File: src/rtl/host_cmd_port.sv
module host_cmd_port #(
  parameter int DW = 16,
  parameter int CFG_WORDS = 4,
  parameter logic [15:0] DEV_ID = 16'hC0DE,
  localparam int AW = (CFG_WORDS > 1) ? $clog2(CFG_WORDS) : 1,
  localparam int CW = $clog2(CFG_WORDS + 1)
) (
  input  logic          clk,
  input  logic          rst_n,
  input  logic          par_mode_n,
  input  logic          cs_n,
  input  logic          rw,
  input  logic          rs,
  input  logic [DW-1:0] bus_in,
  output logic [DW-1:0] bus_out,
  output logic          bus_oe,
  output logic          irq,
  output logic          cfg_we,
  output logic [AW-1:0] cfg_addr,
  output logic [DW-1:0] cfg_wdata,
  input  logic [DW-1:0] conv_in
);
  localparam int SW = DW + 3;

  logic [SW-1:0] s1, s2;
  logic cs_d, por, loading, done, err, bad, run, id_sel;
  logic [CW-1:0] cnt;

  wire cs_s   = s2[SW-1];
  wire rw_s   = s2[SW-2];
  wire rs_s   = s2[SW-3];
  wire [DW-1:0] d_s = s2[DW-1:0];
  wire mode_en = ~par_mode_n;
  wire op     = mode_en & ~cs_s & cs_d;
  wire wr_ins = op & ~rw_s &  rs_s;
  wire wr_dat = op & ~rw_s & ~rs_s;
  wire rd_st  = op &  rw_s &  rs_s;
  wire rd_dat = op &  rw_s & ~rs_s;
  wire short_load = loading & (cnt < CW'(CFG_WORDS));
  wire err_after  = err | short_load;
  wire [DW-1:0] status = DW'({run, bad, err, done});

  assign bus_oe = mode_en & ~cs_s & rw_s;

  always_ff @(posedge clk or negedge rst_n) begin
    if (!rst_n) begin
      s1 <= {3'b100, {DW{1'b0}}};
      s2 <= {3'b100, {DW{1'b0}}};
      cs_d <= 1'b1;
    end else begin
      s1 <= {cs_n, rw, rs, bus_in};
      s2 <= s1;
      cs_d <= cs_s;
    end
  end

  always_ff @(posedge clk or negedge rst_n) begin
    if (!rst_n) begin
      por <= 1'b1; irq <= 1'b0; loading <= 1'b0; cnt <= '0;
      done <= 1'b0; err <= 1'b0; bad <= 1'b0; run <= 1'b0; id_sel <= 1'b0;
      bus_out <= '0; cfg_we <= 1'b0; cfg_addr <= '0; cfg_wdata <= '0;
    end else begin
      cfg_we <= 1'b0;
      por <= 1'b0;
      if (por) irq <= 1'b1;
      if (wr_ins) begin
        irq <= 1'b0;
        loading <= 1'b0;
        case (d_s[15:0])
          16'h0001: begin
            loading <= 1'b1; cnt <= '0; done <= 1'b0;
            err <= 1'b0; run <= 1'b0; id_sel <= 1'b0;
          end
          16'h0002: begin
            err <= err_after;
            if (done && !err_after) run <= 1'b1;
          end
          16'h0003: begin
            err <= err_after;
            id_sel <= 1'b1;
          end
          default: begin
            err <= err_after;
            bad <= 1'b1;
          end
        endcase
      end
      if (wr_dat && loading) begin
        if (short_load) begin
          cfg_we <= 1'b1;
          cfg_addr <= AW'(cnt);
          cfg_wdata <= d_s;
          cnt <= cnt + 1'b1;
          if (cnt == CW'(CFG_WORDS - 1)) begin
            done <= 1'b1;
            irq <= 1'b1;
          end
        end else begin
          err <= 1'b1;
        end
      end
      if (rd_st) begin
        bus_out <= status;
        irq <= 1'b0;
        bad <= 1'b0;
      end
      if (rd_dat)
        bus_out <= run ? conv_in : (id_sel ? DW'(DEV_ID) : '0);
    end
  end


  cfg_addr_chk: assert property (@(posedge clk) disable iff (!rst_n)
    cfg_we |-> (cfg_addr < AW'(CFG_WORDS)));

  run_gate_chk: assert property (@(posedge clk) disable iff (!rst_n)
    $rose(run) |-> (done && !err));

  irq_source_chk: assert property (@(posedge clk) disable iff (!rst_n)
    $rose(irq) |-> ($past(por) || (done && cfg_we)));

  mode_off_chk: assert property (@(posedge clk) disable iff (!rst_n)
    $past(par_mode_n) |-> !cfg_we);

  cnt_bound_chk: assert property (@(posedge clk) disable iff (!rst_n)
    cnt <= CW'(CFG_WORDS));
endmodule

File: config.mk
export PLATFORM = sky130hd
export DESIGN_NAME = host_cmd_port
export DESIGN_NICKNAME = d
export VERILOG_FILES = /design/src/rtl/host_cmd_port.sv
export SDC_FILE = /design/constraint.sdc
export NUM_CORES = 1
export LEC_CHECK = 0
export ABC_AREA = 1
export BUFFER_PORTS_ARGS = -buffer_cell sky130_fd_sc_hd__buf_2
export CORE_AREA = 8 8 85 143
export CTS_CLUSTER_SIZE = 10
export DETAILED_ROUTE_END_ITERATION = 6
export DIE_AREA = 0 0 93 151
export PLACE_DENSITY = 0.55
export SETUP_SLACK_MARGIN = 0.2
export SLEW_MARGIN = 20
export SYNTH_ARGS = -nofsm -noshare
export SYNTH_HDL_FRONTEND = slang
export SYNTH_SLANG_ARGS = --single-unit
File: constraint.sdc
create_clock -name clk -period 1.4 [get_ports clk]
set_input_delay 0.14 -clock clk [delete_from_list [all_inputs] [get_ports clk]]
set_output_delay 0.14 -clock clk [all_outputs]
set_load 0.1 [all_outputs]
== After elaboration in Yosys (flattened, before gate mapping) ==
Index checks and enable logic that the tools add are counted.

* Output and inout port bits: 37
* Bits in registers: 85
* Word-level logic and storage cells: 83

* Order comparisons: 1
* Eq/ne operators: 6
* Reduce and logical (&&, ||, !) cells: 12
* Multiplexer cells: 32
* $add $sub $neg: 1
* Bitwise logic cells: 15

{| class="wikitable"
|+ Operator list
! kind !! number
|-
| $mux W16 || 4
|-
| $eq A16 B2 Y1 const B || 2
|-
| $mux W1 || 22
|-
| $eq A16 B1 Y1 const B || 1
|-
| $mux W3 || 4
|-
| $and A1 B1 Y1 || 10
|-
| $reduce_bool A2 Y1 || 4
|-
| $reduce_and A2 Y1 || 3
|-
| $not A1 Y1 || 4
|-
| $pmux W1 S2 || 2
|-
| $add A3 B1 Y3 const B || 1
|-
| $eq A3 B2 Y1 const B || 1
|-
| $lt A3 B3 Y1 const B || 1
|-
| $reduce_and A3 Y1 || 1
|-
| $reduce_or A3 Y1 || 1
|-
| $logic_and A1 B1 Y1 || 2
|-
| $ne A2 B1 Y1 const B || 1
|-
| $ne A2 B2 Y1 const B || 1
|-
| $logic_not A1 Y1 || 1
|-
| $or A1 B1 Y1 || 1
|}

== Logic depth before layout (Yosys ltp) ==
Gate-level depths: netlist of the first run.

* Word-level depth: 10
* Mapped depth: 9
* Depth with buffers taken out: 8

== Worst setup path before layout of the first run ==
No wires, ideal clock.

* Path type: register to output
* From: register s2[18]
* To: output port bus_oe
* Required time: 1.260 ns
* Path buffers: 0
* Arrival: 1.779 ns
* Cell stages (with the launch flop): 4
* Path slack: -0.519 ns
* Path through: dfstp_2 -> nor2_4 -> inv_2 -> nor2_1

* Word-level cells in the longest chain between the ends: 3

{| class="wikitable"
|+ RTL lines
! item !! RTL line !! text
|-
| from (decl) || 25 || <nowiki>logic [SW-1:0] s1, s2;</nowiki>
|-
| from (signal assigned) || 48 || <nowiki>s2 <= {3'b100, {DW{1'b0}}};</nowiki>
|-
| $not A1 Y1 || 43 || <nowiki>assign bus_oe = mode_en & ~cs_s & rw_s;</nowiki>
|-
| $and A1 B1 Y1 (2 in series) || 43 ||
|-
| to (decl) || 16 || <nowiki>output logic bus_oe,</nowiki>
|}

No other way between the ends.

== Final worst setup path of the first run ==
Same ends and word-level chain as after synthesis.

==> flow_metrics.env, run 1 <==
export IMPL_die_area_um2=14000
export IMPL_chipWidth_um=93
export IMPL_post_dp_hpwl_um=5000
export IMPL_status="finished with violations"
export IMPL_insertion_delay_ns=0.34
export IMPL_synth_seq_cells=85
export IMPL_setup_viol=2
export IMPL_grt_pass1_wl_um=12100
export IMPL_grt_pass1_vias=2474
export IMPL_nets=441
export IMPL_synth_most_common_cell="nand2_1"
export IMPL_synthTopCellsByArea="dfrtp_1, nand2_1, dfstp_2, o21ai_1, nor2_1"
export IMPL_drc=0
export IMPL_regArea_um2=2130
export IMPL_path_max_fanout=3
export IMPL_hp_class="in -> reg"
export IMPL_finalClockSkew_ns=0.00803
export IMPL_via_per_inst=4.25
export IMPL_drtIter0Drc=74
export IMPL_yosysTopAreaCell="dfrtp_1"
export IMPL_worstPathRequired_ns=1.26
export IMPL_ios=75
export IMPL_cts_htree_levels=3
export IMPL_clkSinkCount=85
export IMPL_synth_nets=319
export IMPL_ys_flop_type="dfrtp_1"
export IMPL_finalHoldViolations=0
export IMPL_synth_top_area_share_pct=66.3
export IMPL_peakVddDrop_uv=690
export IMPL_std_cell_rows=49
export IMPL_cts_tree="built"
export IMPL_maxSlewViolCount=0
export IMPL_routed_wl_um=7200
export IMPL_fin_crit_sh_pct=101
export IMPL_antenna_found_initial=0
export IMPL_rsz0062_at_grt="yes"
export IMPL_arrival_ns=1.27
export IMPL_cts_root_buf="clkbuf_16"
export IMPL_wl_per_cell_um=13.5
export IMPL_die_y_um=151
export IMPL_p_per_area_nw_per_um2=1280
export IMPL_yosys_top_cells_count="nand2_1, dfrtp_1, nor2_1"
export IMPL_grt_max_degree=31
export IMPL_synth_edf_count=0
export IMPL_fin_ws_ns=-0.0138
export IMPL_finalCriticalPeriod_ns=1.41
export IMPL_coreArea_um2=10200
export IMPL_n_fill_cell=982
export IMPL_final_cells=533
export IMPL_synth_cell_types=33
export IMPL_cts_buffers=9
export IMPL_grt_usage_pct=11.1
export IMPL_p_leak_nw=2.25
export IMPL_syn_to_final_growth_pct=49.3
export IMPL_power_mw=5.84
export IMPL_firstDrtPassIters=3
export IMPL_ys_async_sr_fraction_pct=100
export IMPL_drive_gt1_share_pct=41.4
export IMPL_syn_inst=279
export IMPL_end_kind="output pin"
export IMPL_path_class="reg -> out"
export IMPL_port_buffers=74
export IMPL_clkTransAtPathRegs_ns=0.07
export IMPL_grt_overflow=0
export IMPL_maxCapViolCount=0
export IMPL_dr_total_vias=2265
export IMPL_ys_warn_count=0
export IMPL_multi_input_area_um2=990
export IMPL_worstSetupStartpointType="register"
export IMPL_max_freq_ghz=0.707
export IMPL_ys_seq_area_share_pct=69.7
export IMPL_antenna_cells=0
export IMPL_initial_core_util_pct=30.0
export IMPL_ant_nets=0
export IMPL_dp_cells=485
export IMPL_violations="setup timing"
export IMPL_clock_path_buffers=2
export IMPL_routabilityCongestion=0.814
export IMPL_avgSynthCellArea_um2=11.0
export IMPL_synth_cell_area_um2=3060
-- metrics by stage --
step / setup slack, ns / utilization (%) / area, um2 / setup TNS [ns] / hold slack [ns]
3_5_place_dp: 0.0270 / 36.4 / 3700 / 0 / 0.114
2_1_floorplan: 0.146 / - / 3080 / 0 / -0.156
3_3_place_gp: 0.0173 / 36.4 / 3700 / 0 / 0.107
4_1_cts: -0.0780 / 44.4 / 4510 / -0.154 / 0.0390
6_report: -0.0138 / 44.9 / 4570 / -0.0263 / 0.0527
5_1_grt: -0.0830 / 44.9 / 4570 / -1.54 / 0.0712
-- report_power, final --
part | total, mW | leakage, nW | switching (mW) | internal (mW)
Clock | 2.43 | 0.145 | 1.02 | 1.41
Sequential | 2.65 | 1.05 | 0.0672 | 2.59
Combinational | 0.752 | 1.05 | 0.530 | 0.222
Total | 5.84 | 2.25 | 1.62 | 4.22
-- layout by cell type, fill, tap and decap left out, types with 2 or more instances in the layout --
cell type      netlist  layout
nand2_4              2       2
ha_1                 2       2
clkinvlp_4           0       3
inv_6                0       2
buf_2                1      36
a21oi_2              1       3
o21ai_1             14      14
dlygate4sd3_1        0      20
a21boi_1             2       2
dfrtp_1             81      79
buf_12               0       5
clkbuf_16            0       9
buf_4                1      49
a21oi_1              9       7
nor2_1              17      14
dfrtp_2              0       2
nor2_4               2       6
nor2_2               4       3
inv_1               10       9
o21ai_2              1       2
nand2_2              1      23
buf_6                2       3
inv_2                3       3
nand2_1             93      71
dfstp_2              4       4
o21ai_0              4       3
nand2_8              0       3
clkinv_4             0       2
nand3_1             11      11
o21a_1               2       2
-- flip-flops by register name (all words and copies together), names as in the netlist --
name,flops
cfg_we,1
cfg_wdata,16
cfg_addr,2
bad,1
bus_out,16
run,1
cs_d,1
s1,19
err,1
id_sel,1
done,1
por,1
irq,1
s2,19
loading,1
cnt,3
-- path summary, 6_finish.rpt --
path                             from  slack, ns  cells past startpoint          end
min reg2reg                     s1[5]       0.35                      0        s2[5]
max reg2reg                    s2[18]      -0.01                      7   bus_out[3]
max in group asynchronous       rst_n       0.62                      3       s2[11]
min                        conv_in[5]       0.05                      3   bus_out[5]
max                            s2[18]      -0.01                      5       bus_oe
min in group asynchronous       rst_n       0.28                      2  cfg_addr[1]
-- kinds of logic after synthesis --
kind of cell	after synthesis	synth area share, %
adders and majority gates	2	0.818
AOI/OAI and AO/OA	36	6.83
and+or+nand+nor	134	19.2
buffers and inverters	21	3.27
other	1	0.123
DFF	85	69.7
-- cell type report --
| cell class | instances | share of cell area (%) |
|---|---|---|
| clock buffers | 9 | 4.93 |
| clock inverters | 7 | 1.81 |
| inverters | 15 | 1.70 |
| multi-input cells | 176 | 21.7 |
| flip-flops and latches | 85 | 46.8 |
| well taps | 127 | 3.48 |
| repair buffers | 114 | 19.6 |
-- per-layer routing --
metal,wire (um),GRT usage [%],share of wire (%)
met5,0,0,0
met4,185,6.08,2.6
met3,464,3.72,6.4
met2,3820,19.6,53
met1,2730,11.2,38
-- worst max-delay path, stage by stage, from the launching register on --
cell,delay (ns)
dfstp_2,0.56
nor2_4,0.05
inv_2,0.05
buf_6,0.09
nor2_4,0.03
buf_12,0.16
-- repair_timing --
action,in CTS,in global routing
pin swaps,9,10
hold buffers,20,0
setup buffers,6,3
gates resized for setup,71,8
setup endpoints to repair,78,47
gates cloned,3,0
endpoints found under the hold margin,41,0
Power figures use the tool's default switching activity.
==> inputs of run 2 (changes only) <==
--- a/config.mk
+++ b/config.mk
@@ -5,12 +5,11 @@
 export SDC_FILE = /design/constraint.sdc
 export NUM_CORES = 1
 export LEC_CHECK = 0
-export ABC_AREA = 1
 export BUFFER_PORTS_ARGS = -buffer_cell sky130_fd_sc_hd__buf_2
-export CORE_AREA = 8 8 85 143
+export CORE_AREA = 8 8 83 141
 export CTS_CLUSTER_SIZE = 10
 export DETAILED_ROUTE_END_ITERATION = 6
-export DIE_AREA = 0 0 93 151
+export DIE_AREA = 0 0 91 149
 export PLACE_DENSITY = 0.55
 export SETUP_SLACK_MARGIN = 0.2
 export SLEW_MARGIN = 20
==> flow_metrics.env, run 2 <==
export IMPL_insertion_delay_ns=0.33
export IMPL_fin_crit_sh_pct=125
export IMPL_initial_core_util_pct=30.3
export IMPL_fin_setup_tns_ns=-8.99
export IMPL_crit_buf_inv=1
export IMPL_firstDrtPassIters=5
export IMPL_status="finished with violations"
export IMPL_place_area_um2=3650
export IMPL_hp_class="in -> reg"
export IMPL_wl_per_cell_um=13.9
export IMPL_routabilityCongestion=0.733
export IMPL_maxCapViolCount=0
export IMPL_worstSetupStartpoint="cs_d"
export IMPL_dp_cells=462
export IMPL_fin_ws_ns=-0.356
export IMPL_antenna_cells=0
export IMPL_r2r_end="cfg_wdata[14]"
export IMPL_ys_seq_area_share_pct=72.2
export IMPL_path_delay_family="simple AND/OR/NAND/NOR gates"
export IMPL_grt_usage_pct=11.0
export IMPL_hold_path_end="bus_out[9]"
export IMPL_n_fill_cell=901
export IMPL_synth_nets=295
export IMPL_ys_async_sr_fraction_pct=100
export IMPL_grt_pass1_vias=2427
export IMPL_final_cell_mix="dfrtp_1, nand2_1, buf_4"
export IMPL_port_buffers=74
export IMPL_r2r_start="cs_d"
export IMPL_layout_commonest_cell="dfrtp_1"
export IMPL_cts_root_buf="clkbuf_16"
export IMPL_finalHoldViolations=0
export IMPL_cts_buffers=9
export IMPL_drc=0
export IMPL_peakVddDrop_uv=766
export IMPL_arrival_ns=1.97
export IMPL_multi_input_area_um2=996
export IMPL_setup_viol=30
export IMPL_synthTopCellsByArea="dfrtp_1, nand2_1, dfstp_2, o21ai_0, a21oi_1"
export IMPL_synth_cell_area_um2=2950
export IMPL_max_freq_ghz=0.569
export IMPL_crit_path_frequent_cell="nand2_1"
export IMPL_dr_total_vias=2241
export IMPL_syn_inst=255
export IMPL_violations="setup timing"
export IMPL_syn_to_final_growth_pct=60.5
export IMPL_drive_gt1_share_pct=42.6
export IMPL_yosys_top_cells_count="nand2_1, dfrtp_1, o21ai_0"
export IMPL_slowest_delay_ns=0.52
export IMPL_avgSynthCellArea_um2=11.6
export IMPL_slowest_stage="dfstp_2"
export IMPL_regArea_um2=2130
export IMPL_final_cells=510
export IMPL_path_max_fanout=14
export IMPL_std_cell_rows=48
export IMPL_cts_htree_levels=3
export IMPL_path_cells="or4b_1 -> or3_4 -> buf_6 -> nand2_1 -> nand2_1"
export IMPL_die_area_um2=13600
export IMPL_post_place_ws_ns=-0.423
export IMPL_ys_warn_count=0
export IMPL_synth_most_common_cell="nand2_1"
export IMPL_ys_flop_type="dfrtp_1"
export IMPL_synth_edf_count=0
export IMPL_worstPathRequired_ns=1.62
export IMPL_via_per_inst=4.39
export IMPL_largestRegisters="s1 x19, s2 x19"
export IMPL_grt_overflow=0
export IMPL_p_leak_nw=2.29
export IMPL_clkTransAtPathRegs_ns=0.06
export IMPL_die_y_um=149
export IMPL_routed_wl_um=7110
export IMPL_rsz0062_at_grt="yes"
export IMPL_yosysTopAreaCell="dfrtp_1"
export IMPL_clkSinkCount=85
export IMPL_worstSetupStartpointType="register"
export IMPL_p_per_area_nw_per_um2=1170
export IMPL_final_cell_area_um2=4740
export IMPL_r2r_cells=5
export IMPL_utilization_pct=48.7
export IMPL_hold_path_startpoint="conv_in[9]"
export IMPL_r2r_setup_slack_ns=-0.36
export IMPL_grt_pass1_wl_um=11700
export IMPL_min_path_cells=3
export IMPL_synth_top_area_share_pct=68.6
export IMPL_cts_tree="built"
export IMPL_antenna_found_initial=0
export IMPL_grt_max_degree=34
export IMPL_end_kind="register"
export IMPL_ios=75
export IMPL_finalCriticalPeriod_ns=1.76
export IMPL_post_dp_hpwl_um=4810
export IMPL_chipWidth_um=91
export IMPL_drtIter0Drc=97
export IMPL_nets=420
export IMPL_path_class="reg -> reg"
export IMPL_synth_cell_types=35
export IMPL_synth_seq_cells=85
export IMPL_coreArea_um2=9730
export IMPL_finalClockSkew_ns=0.00785
export IMPL_clock_path_buffers=2
export IMPL_ant_nets=0
export IMPL_maxSlewViolCount=0
==> run 2: stage by stage <==
step / hold slack, ns / total power [mW]
floorplan: -0.156 / 2.76
global placement: 0.0726 / 2.93
detailed placement: 0.0699 / 2.93
CTS: 0.0305 / 5.60
global route: 0.0358 / 5.75
finish: 0.0339 / 5.53
==> run 2: report_power, final <==
group | internal [mW] | switching (mW)
Combinational | 0.173 | 0.247
Clock | 1.65 | 0.885
Sequential | 2.54 | 0.0354
==> run 2: logic make-up (layout without fill, tap and decap cells) <==
logic type	after synthesis	count (layout)	synth area share (%)
mux	1	1	0.381
compound gates	39	39	7.67
fa+ha+maj	2	2	0.847
flops	85	85	72.2
buf+inv	17	147	2.67
simple gates	109	109	15.8
xor+xnor	1	1	0.297
other cells	1	1	0.127
==> run 2: final cells by class <==
class | count | share of cell area (%)
well taps | 125 | 3.30
clock inverters | 4 | 1.48
repair buffers | 126 | 23.3
multi-input cells | 153 | 21.0
flip-flops and latches | 85 | 45.0
clock buffers | 12 | 5.41
inverters | 5 | 0.449
==> run 2: worst max-delay path by stage <==
stage	to	cells after the start
finish	cfg_wdata[14]	5
CTS	cfg_wdata[7]	6
global placement	cnt[1]	5
global route	cnt[1]	6
floorplan	cfg_wdata[1]	6
detailed placement	cnt[1]	5
==> run 2: repair_timing <==
item                                    in CTS  in global routing
endpoints found under the setup margin      82                 47
resized for setup                           87                 27
hold buffers                                20                  0
endpoints found under the hold margin       42                  0
cloned                                       3                  0
pin swaps                                    9                  5
setup buffers                                7                  2
==> run 2: metal layers <==
layer / up-vias / track usage [%] / share of wire, % / routed length [um]
met2: 65 / 19.7 / 52 / 3720
met1: 1076 / 10.9 / 39 / 2780
met4: 0 / 4.45 / 2.3 / 161
li1: 1090 / - / - / -
met5: - / 0 / 0 / 0
met3: 10 / 4.49 / 6.2 / 439
==> run 2: worst reg2reg max path: stages (launching register included) <==
cell     delay, ns
dfstp_2       0.52
or4b_1        0.44
or3_4         0.39
buf_6         0.17
nand2_1       0.07
nand2_1       0.05
